[src/rtl/ptw_pkg.sv]
package ptw_pkg;
  localparam int unsigned ADDR_W  = 32;
  localparam int unsigned IDX_W   = 10;
  localparam int unsigned OFS_W   = 12;
  localparam int unsigned FRAME_W = ADDR_W - OFS_W;
  localparam int unsigned LVLS    = 2;

  localparam int unsigned F_P = 0;
  localparam int unsigned F_W = 1;
  localparam int unsigned F_U = 2;
  localparam int unsigned F_A = 5;
  localparam int unsigned F_D = 6;

  typedef enum logic [2:0] {
    S_IDLE, S_RD_DIR, S_RD_TBL, S_WB_DIR, S_WB_TBL, S_RSP
  } ptw_state_e;
endpackage

[src/rtl/ptw_rights.sv]
module ptw_rights (
  input  logic [ptw_pkg::F_U:0] flags_i,
  input  logic                  write_i,
  input  logic                  user_i,
  output logic                  present_o,
  output logic                  allow_o
);
  import ptw_pkg::*;
  assign present_o = flags_i[F_P];
  assign allow_o   = (!write_i || flags_i[F_W]) && (!user_i || flags_i[F_U]);
endmodule

[src/rtl/ptw_flag_upd.sv]
module ptw_flag_upd #(
  parameter int unsigned ENT_W     = 32,
  parameter bit          CAN_DIRTY = 1'b0
) (
  input  logic [ENT_W-1:0] entry_i,
  input  logic             write_i,
  output logic [ENT_W-1:0] entry_o,
  output logic             chg_o
);
  import ptw_pkg::*;
  always_comb begin
    entry_o         = entry_i;
    entry_o[F_A]    = 1'b1;
    if (CAN_DIRTY && write_i) entry_o[F_D] = 1'b1;
  end
  assign chg_o = (entry_o != entry_i);
endmodule

[src/rtl/ptw_ent_addr.sv]
module ptw_ent_addr #(
  parameter int unsigned ADDR_W  = 32,
  parameter int unsigned FRAME_W = 20,
  parameter int unsigned IDX_W   = 10
) (
  input  logic [FRAME_W-1:0] frame_i,
  input  logic [IDX_W-1:0]   idx_i,
  output logic [ADDR_W-1:0]  addr_o
);
  localparam int unsigned ENT_LOG = ADDR_W - FRAME_W - IDX_W;
  assign addr_o = {frame_i, idx_i, {ENT_LOG{1'b0}}};
endmodule

[src/rtl/ptw_walker.sv]
module ptw_walker #(
  parameter int unsigned ADDR_W  = ptw_pkg::ADDR_W,
  parameter int unsigned IDX_W   = ptw_pkg::IDX_W,
  parameter int unsigned OFS_W   = ptw_pkg::OFS_W
) (
  input  logic                      clk_i,
  input  logic                      rst_ni,
  input  logic                      req_valid_i,
  output logic                      req_ready_o,
  input  logic [ADDR_W-1:0]         req_vaddr_i,
  input  logic                      req_write_i,
  input  logic                      req_user_i,
  input  logic [ADDR_W-OFS_W-1:0]   dir_base_i,
  output logic                      mem_req_o,
  output logic                      mem_we_o,
  output logic [ADDR_W-1:0]         mem_addr_o,
  output logic [ADDR_W-1:0]         mem_wdata_o,
  input  logic                      mem_ack_i,
  input  logic [ADDR_W-1:0]         mem_rdata_i,
  output logic                      rsp_valid_o,
  output logic [ADDR_W-1:0]         rsp_paddr_o,
  output logic                      rsp_fault_o,
  output logic                      rsp_fault_lvl_o,
  output logic                      rsp_fault_prot_o,
  output logic [ADDR_W-1:0]         rsp_fault_addr_o
);
  import ptw_pkg::*;
  localparam int unsigned FRM_W = ADDR_W - OFS_W;
  localparam int unsigned NLVL  = LVLS;

  ptw_state_e       state_q;
  logic [ADDR_W-1:0] vaddr_q;
  logic              wr_q, usr_q;
  logic [FRM_W-1:0]  base_q;
  logic [ADDR_W-1:0] ent_q [NLVL];
  logic              flt_q, flt_lvl_q, flt_prot_q;

  logic [FRM_W-1:0]  lvl_frame [NLVL];
  logic [IDX_W-1:0]  lvl_idx   [NLVL];
  logic [ADDR_W-1:0] ent_addr  [NLVL];
  logic [ADDR_W-1:0] ent_new   [NLVL];
  logic              ent_chg   [NLVL];
  logic              rd_present, rd_allow;

  assign lvl_frame[0] = base_q;
  assign lvl_idx[0]   = vaddr_q[ADDR_W-1 -: IDX_W];
  assign lvl_frame[1] = ent_q[0][ADDR_W-1 -: FRM_W];
  assign lvl_idx[1]   = vaddr_q[OFS_W +: IDX_W];

  for (genvar l = 0; l < NLVL; l++) begin : g_lvl
    ptw_ent_addr #(.ADDR_W(ADDR_W), .FRAME_W(FRM_W), .IDX_W(IDX_W)) u_addr (
      .frame_i(lvl_frame[l]), .idx_i(lvl_idx[l]), .addr_o(ent_addr[l]));
    ptw_flag_upd #(.ENT_W(ADDR_W), .CAN_DIRTY(l == NLVL - 1)) u_upd (
      .entry_i(ent_q[l]), .write_i(wr_q), .entry_o(ent_new[l]), .chg_o(ent_chg[l]));
  end

  // one checker serves both levels: only the entry being read is judged
  ptw_rights u_rights (
    .flags_i(mem_rdata_i[F_U:0]), .write_i(wr_q), .user_i(usr_q),
    .present_o(rd_present), .allow_o(rd_allow));

  always_ff @(posedge clk_i or negedge rst_ni) begin
    if (!rst_ni) begin
      state_q    <= S_IDLE;
      vaddr_q    <= '0;
      wr_q       <= 1'b0;
      usr_q      <= 1'b0;
      base_q     <= '0;
      flt_q      <= 1'b0;
      flt_lvl_q  <= 1'b0;
      flt_prot_q <= 1'b0;
      for (int l = 0; l < NLVL; l++) ent_q[l] <= '0;
    end else begin
      unique case (state_q)
        S_IDLE: if (req_valid_i) begin
          vaddr_q    <= req_vaddr_i;
          wr_q       <= req_write_i;
          usr_q      <= req_user_i;
          base_q     <= dir_base_i;
          flt_q      <= 1'b0;
          flt_lvl_q  <= 1'b0;
          flt_prot_q <= 1'b0;
          state_q    <= S_RD_DIR;
        end
        S_RD_DIR: if (mem_ack_i) begin
          ent_q[0] <= mem_rdata_i;
          if (!rd_present || !rd_allow) begin
            flt_q      <= 1'b1;
            flt_lvl_q  <= 1'b0;
            flt_prot_q <= rd_present;
            state_q    <= S_RSP;
          end else begin
            state_q <= S_RD_TBL;
          end
        end
        S_RD_TBL: if (mem_ack_i) begin
          ent_q[1] <= mem_rdata_i;
          if (!rd_present || !rd_allow) begin
            flt_q      <= 1'b1;
            flt_lvl_q  <= 1'b1;
            flt_prot_q <= rd_present;
            state_q    <= S_RSP;
          end else begin
            state_q <= S_WB_DIR;
          end
        end
        S_WB_DIR: if (!ent_chg[0] || mem_ack_i) state_q <= S_WB_TBL;
        S_WB_TBL: if (!ent_chg[1] || mem_ack_i) state_q <= S_RSP;
        S_RSP:    state_q <= S_IDLE;
        default:  state_q <= S_IDLE;
      endcase
    end
  end

  always_comb begin
    mem_req_o   = 1'b0;
    mem_we_o    = 1'b0;
    mem_addr_o  = ent_addr[0];
    mem_wdata_o = ent_new[0];
    unique case (state_q)
      S_RD_DIR: mem_req_o = 1'b1;
      S_RD_TBL: begin
        mem_req_o  = 1'b1;
        mem_addr_o = ent_addr[1];
      end
      S_WB_DIR: begin
        mem_req_o = ent_chg[0];
        mem_we_o  = ent_chg[0];
      end
      S_WB_TBL: begin
        mem_req_o   = ent_chg[1];
        mem_we_o    = ent_chg[1];
        mem_addr_o  = ent_addr[1];
        mem_wdata_o = ent_new[1];
      end
      default: ;
    endcase
  end

  assign req_ready_o      = (state_q == S_IDLE);
  assign rsp_valid_o      = (state_q == S_RSP);
  assign rsp_fault_o      = flt_q;
  assign rsp_fault_lvl_o  = flt_lvl_q;
  assign rsp_fault_prot_o = flt_prot_q;
  assign rsp_fault_addr_o = vaddr_q;
  assign rsp_paddr_o      = flt_q ? '0 : {ent_q[1][ADDR_W-1 -: FRM_W], vaddr_q[OFS_W-1:0]};
endmodule

[config.mk]
export PLATFORM = sky130hd
export DESIGN_NAME = ptw_walker
export DESIGN_NICKNAME = d
export VERILOG_FILES = /design/src/rtl/ptw_pkg.sv /design/src/rtl/ptw_rights.sv /design/src/rtl/ptw_flag_upd.sv /design/src/rtl/ptw_ent_addr.sv /design/src/rtl/ptw_walker.sv
export SDC_FILE = /design/constraint.sdc
export NUM_CORES = 1
export LEC_CHECK = 0
export BUFFER_PORTS_ARGS = -buffer_cell sky130_fd_sc_hd__buf_4
export CAP_MARGIN = 20
export CORE_MARGIN = 5
export CORE_UTILIZATION = 40
export CTS_CLUSTER_DIAMETER = 50
export DETAILED_ROUTE_END_ITERATION = 6
export PLACE_DENSITY = 0.67
export RECOVER_POWER = 50
export SLEW_MARGIN = 25
export SYNTH_ARGS = -nofsm -noshare
export SYNTH_HDL_FRONTEND = slang
export SYNTH_SLANG_ARGS = --single-unit
export TNS_END_PERCENT = 1
[constraint.sdc]
create_clock -name clk_i -period 1.93 [get_ports clk_i]
set_input_delay 0.0965 -clock clk_i [delete_from_list [all_inputs] [get_ports clk_i]]
set_output_delay 0.0965 -clock clk_i [all_outputs]
set_load 0.02 [all_outputs]
# Word-level counts from Yosys, hierarchy flattened
# Index checks and enable logic that the tools add are counted.
# W data, S select, Z words.
# totals
ramBits	0
elab_cells	72
reg_bits	124
latch_bits	0
rom_bits	0
n_memories	0
# classes
reduce_logical	22
mul	0
n_div	0
bitwise_logic	1
n_lt_le_gt_ge	0
n_shift	0
add_sub_neg	0
n_mux	24
n_eq_ne	15
# ops
cell	count
$mux W32	3
$mux W3	7
$pmux W3 S5	1
$ne A2 B2 Y1 const B	7
$mux W1	8
$eq A3 B2 Y1 const B	2
$eq A3 B3 Y1 const B	2
$pmux W1 S2	3
$pmux W1 S3	2
$reduce_and A2 Y1	3
$reduce_and A6 Y1	1
$logic_not A1 Y1	5
$logic_or A1 B1 Y1	5
$reduce_and A5 Y1	1
$ne A2 B1 Y1 const B	2
$reduce_and A4 Y1	1
$reduce_or A2 Y1	2
$eq A3 B1 Y1 const B	1
$logic_not A3 Y1	1
$reduce_bool A3 Y1	1
$ne A2 B2 Y1	1
$reduce_bool A2 Y1	1
$logic_and A1 B1 Y1	1
$not A1 Y1	1

# Logic depth before layout (Yosys ltp)
# depth
ltp_word	8
mapped_depth	7

# Hierarchy
# A second synthesis with hierarchy kept.
# unflattened
cells_unflattened	554
area_unflattened_um2	7138.1
# modules_own_cells
mod	seq_area_each_um2	instances	cells_per_inst	area_each_um2
ptw_walker	3103.0	1	415	6123.4
ptw_ent_addr	0.0	2	33	244.0
ptw_flag_upd at g_lvl[1].u_upd	0.0	1	35	251.5
ptw_flag_upd at g_lvl[0].u_upd	0.0	1	34	247.7
ptw_rights	0.0	1	4	27.5

# Worst setup path before layout
# No wires, ideal clock.
# synth_timing
kind	flip-flop to flip-flop
start	reg state_q[0]
end	reg vaddr_q[5], in the netlist rsp_fault_addr_o[5]
period_less_slack_ns	1.778
required_time_ns	1.805
path_stages_with_launch	7
arrival_ns	1.654
slack_ns	0.152
path_cell_list	dfrtp_1 > buf_6 > nor3_2 > and2_1 > buf_6 > buf_6 > mux2_2
# synth_between
elab_chain_len	2
# synth_lines
item	line	source
from (decl)	ptw_walker.sv:31	ptw_state_e state_q;
from (signal assigned)	ptw_walker.sv:64	state_q <= S_IDLE;
from (signal assigned)	ptw_walker.sv:83	state_q <= S_RD_DIR;
from (signal assigned)	ptw_walker.sv:91	state_q <= S_RSP;
$logic_not A3 Y1	n/a	
named net req_ready_o	ptw_walker.sv:9	output logic req_ready_o,
$reduce_and A2 Y1 (no source line)	n/a	
to (signal assigned)	ptw_walker.sv:76	vaddr_q <= req_vaddr_i;
to (decl)	ptw_walker.sv:32	logic [ADDR_W-1:0] vaddr_q;
# The timed path passes the listed nets, and every way through them passes these cells.
# A chain may end at the register's enable or synchronous reset.

# Worst setup path in the final report
# layout_timing
start	reg state_q[1]
end	out mem_wdata_o[20]
# layout_between
elab_chain_len	2
# layout_lines
item	line	source
$eq A3 B3 Y1	ptw_walker.sv:120	unique case (state_q)
$mux W32	ptw_walker.sv:120	
to (decl)	ptw_walker.sv:17	output logic [ADDR_W-1:0] mem_wdata_o,
# No other way between the ends.

==> qor.log <==
qor: synth.synth_compound_gate_area_share 0.0256
qor: clocking.deepest_level_of_the_cts_h_tree 4
qor: layout.finish.net_count 838
qor: synth.yosys-mux-area-fraction 0.329
qor: pwr.max-vdd-ir-drop 1.09 mV
qor: route.drc_violation_total_after_the_first_tritonroute_iteration 118
qor: floorplanning.core_area 0.0151 mm^2
qor: synth.synth_async_sr_flop_share 1.00
qor: synth.synth_top_family_by_area multiplexers
qor: synth.synthesis.yosys.warnings 0
qor: pwr.total_leakage_power 4.38 nW
qor: critical_path.worstSetupStartpointType flop
qor: floorplanning.fp.dieArea 0.0179 mm^2
qor: synth.mappedNetlistArea 0.00612 mm^2
qor: synth.share_of_the_synthesized_netlist_area_taken_by_xor_and_xnor_gates 0.00286
qor: placement.place.port_buffers 221
qor: layout.finalCoreUtilization 0.633
qor: sta.setup_viol 59
qor: clocking.insertion_delay 410 ps
qor: route.detail_route.wl_per_cell 18.7 um
qor: placement.placement.cell_area 0.00787 mm^2
qor: worst_hold_path.hold_end usr_q
qor: layout.multiInputGateArea 0.00274 mm^2
qor: route.drtAntennaViolNets 0
qor: global_route.grt_max_degree 46
qor: critical_path.regToRegStartpoint state_q[0]
qor: worst_hold_path.hold_start req_valid_i
qor: synth.synth_adder_area_share 0.00164
qor: pwr.powerDensity 1880 mW/mm^2
qor: synth.synth.largest_area_cell sky130_fd_sc_hd__dfrtp_1
qor: synth.synth_flop_cell sky130_fd_sc_hd__dfrtp_1
qor: worst_hold_path.worst_hold_path_type in -> reg
qor: sta.fin_setup_tns -2530 ps
qor: critical_path.worstRegToRegCells 6
qor: critical_path.worst_ep_required_time 1830 ps
qor: sta.final_max_slew_viol_count 0
qor: critical_path.crit_path_kind reg -> out
qor: sta.fin_skew 5.80 ps
qor: global_route.first_global_vias 5237
qor: critical_path.timing.critical_path.to_type output pin
qor: synth.synthesized_area_fraction_occupied_by_and_or_nand_nor_cells 0.0626
qor: sta.timing_worst_slew_pin_value 1080 ps
qor: route.routed_via_density 4.89
qor: critical_path.regToRegEndpoint rsp_fault_addr_o[14]
qor: layout.synthToLayoutAreaGrowth 56.2%
qor: route.vias 4626
qor: synth.syn_avg_cell_area 13.9 um^2
qor: floorplanning.i_o_pin_count 225
qor: sta.post-route-worst-setup-slack -78.4 ps
qor: layout.layout.filler_cells 1162
qor: critical_path.rrSetupSlack 140 ps
qor: floorplanning.initial_utilization 0.405
qor: global_route.grt_use_total 0.198
qor: synth.synth_cells 441
qor: floorplanning.floorplan.die.width 134 um
qor: sta.timing.final.crit_share 1.04
qor: clocking.cts_tree done
qor: floorplanning.die_height 134 um
qor: layout.layout-drive-gt1-share 0.520
qor: layout.layout.cell_area.non_filler 0.00956 mm^2
qor: synth.synth_enable_flop_cells 0
qor: clocking.cts_root_buffer sky130_fd_sc_hd__clkbuf_16
qor: route.drt_drc_violations_left 0
qor: critical_path.worstPathArrival 1910 ps
qor: floorplanning.num_rows 45
qor: sta.grt_setup_unrepaired yes
qor: synth.yosys_register_bits 124
qor: global_route.grt_pass1_wl 27.8 mm
qor: synth.synth_seq_area_share 0.507
qor: synth.synth_top_area_cells sky130_fd_sc_hd__dfrtp_1 (51%), sky130_fd_sc_hd__mux2_2 (25%), sky130_fd_sc_hd__mux2_1 (7.4%), sky130_fd_sc_hd__buf_4 (4.2%), sky130_fd_sc_hd__nor2b_1 (3.4%)
qor: run_status.violations setup timing
qor: worst_hold_path.min_path_cells 3
qor: clocking.clkSinkCount 124
qor: clocking.cts_buffer_depth 2
qor: layout.leading_cell_type_in_the_layout_fill_and_taps_excluded sky130_fd_sc_hd__buf_4
qor: critical_path.cp_max_fo 8
qor: synth.netlist.area_leader.share 0.507
qor: clocking.cts.clk_slew.worst_paths 50 ps
qor: clocking.numCtsBuffers 17
qor: sta.final.min_clock_period 2010 ps
qor: placement.gp_routability_congestion 0.816
qor: sta.fmax 498 MHz
qor: global_route.grt_overflow_total 0
qor: layout.final_cell_mix sky130_fd_sc_hd__buf_4 (165), sky130_fd_sc_hd__dfrtp_1 (121), sky130_fd_sc_hd__mux2_2 (103)
qor: placement.hpwl_after_detailed_placement 11.3 mm
qor: run_status.run_status complete, but fails checks
qor: layout.register_area 0.00311 mm^2
qor: route.1st_pass_router_iterations 4
qor: pwr.design_power_total 0.0180 W
qor: sta.timing_hold_violations_final 0
qor: route.postRouteWirelength 17.7 mm
qor: sta.max_slew_headroom 0.281
qor: global_route.grt_antenna_before_repair 0
qor: layout.n_antenna_cell 0
qor: synth.synth_cell_type_count 37
qor: run.max_cap_viol_count 0
-- routing by layer --
layer  wire length (um)  GRT usage
met1               7340      0.235
met2               8750      0.339
met3               1260     0.0634
met4                326     0.0691
met5                  0          0
-- synth_stat cells (2+ instances only) --
library cell / number
sky130_fd_sc_hd__o21ai_0: 2
sky130_fd_sc_hd__nor2_1: 7
sky130_fd_sc_hd__o31ai_1: 3
sky130_fd_sc_hd__nand3b_1: 2
sky130_fd_sc_hd__a31oi_1: 2
sky130_fd_sc_hd__a211oi_1: 2
sky130_fd_sc_hd__buf_4: 34
sky130_fd_sc_hd__mux2_1: 40
sky130_fd_sc_hd__and3_1: 4
sky130_fd_sc_hd__inv_1: 5
sky130_fd_sc_hd__a21o_1: 3
sky130_fd_sc_hd__dfrtp_1: 124
sky130_fd_sc_hd__conb_1: 2
sky130_fd_sc_hd__nand2_1: 3
sky130_fd_sc_hd__clkbuf_1: 3
sky130_fd_sc_hd__nor2b_1: 33
sky130_fd_sc_hd__nor3b_4: 2
sky130_fd_sc_hd__xnor2_1: 2
sky130_fd_sc_hd__buf_6: 12
sky130_fd_sc_hd__nand2b_1: 2
sky130_fd_sc_hd__mux2_2: 138
-- final cells by class --
cell class / instances / area share
Clock inverter: 7 / 0.0122
Tap cell: 188 / 0.0246
Inverter: 5 / 0.00196
Clock buffer: 22 / 0.0486
Sequential cell: 124 / 0.325
Timing Repair Buffer: 337 / 0.301
Multi-Input combinational cell: 263 / 0.287
-- what timing repair did --
action	in CTS	in global routing
endpoints found under the hold margin	160	0
gates resized for setup	40	44
hold buffers	87	0
pin swaps	2	3
endpoints found under the setup margin	63	114
setup buffers	10	0
cloned	3	1
-- through the flow --
stage | std cells | hold WS, ps | worst slack [ps]
2_1_floorplan | 442 | -199 | 152
3_3_place_gp | 820 | 126 | 203
3_5_place_dp | 820 | 133 | 151
4_1_cts | 949 | 205 | -143
5_1_grt | 946 | 194 | -149
6_report | 946 | 182 | -78.4
-- sequential cells by signal, summed over array words and instances, names as in the netlist --
register / count
rsp_fault_o: 1
rsp_fault_prot_o: 1
base_q: 20
rsp_fault_addr_o: 32
wr_q: 1
state_q: 3
rsp_fault_lvl_o: 1
ent_q: 64
usr_q: 1
-- worst max-delay path by stage --
stage / slack (ps) / to / startpoint / cells past startpoint
2_1_floorplan: 150 / rsp_fault_addr_o[5] / state_q[0] / 6
3_3_place_gp: 200 / rsp_fault_o / state_q[1] / 5
3_5_place_dp: 150 / rsp_fault_addr_o[15] / state_q[0] / 4
4_1_cts: -140 / mem_addr_o[21] / state_q[1] / 6
5_1_grt: -150 / mem_wdata_o[20] / state_q[1] / 5
6_report: -80 / mem_wdata_o[20] / state_q[1] / 5
-- power by group --
group	internal [W]	total, W	switching [W]
clock network	0.00207	0.00317	0.00110
registers	0.00394	0.00487	0.000934
logic	0.00507	0.00992	0.00484
total	0.0111	0.0180	0.00687
-- kinds of logic after synthesis --
group                    after synthesis
multiplexers                         179
other                                  2
AO/OA/AOI/OAI                         19
adder cells (fa/ha/maj)                1
AND/OR/NAND/NOR                       59
XOR/XNOR                               2
buffers and inverters                 55
flip-flops                           124
-- worst max-delay path, stage by stage (launching register included) --
cell and delay (ps):
sky130_fd_sc_hd__dfrtp_2 440, sky130_fd_sc_hd__nor3b_4 280, sky130_fd_sc_hd__buf_6 170, sky130_fd_sc_hd__clkbuf_16 170
sky130_fd_sc_hd__mux2_4 310, sky130_fd_sc_hd__buf_6 130
(Power assumes the default switching activity.)
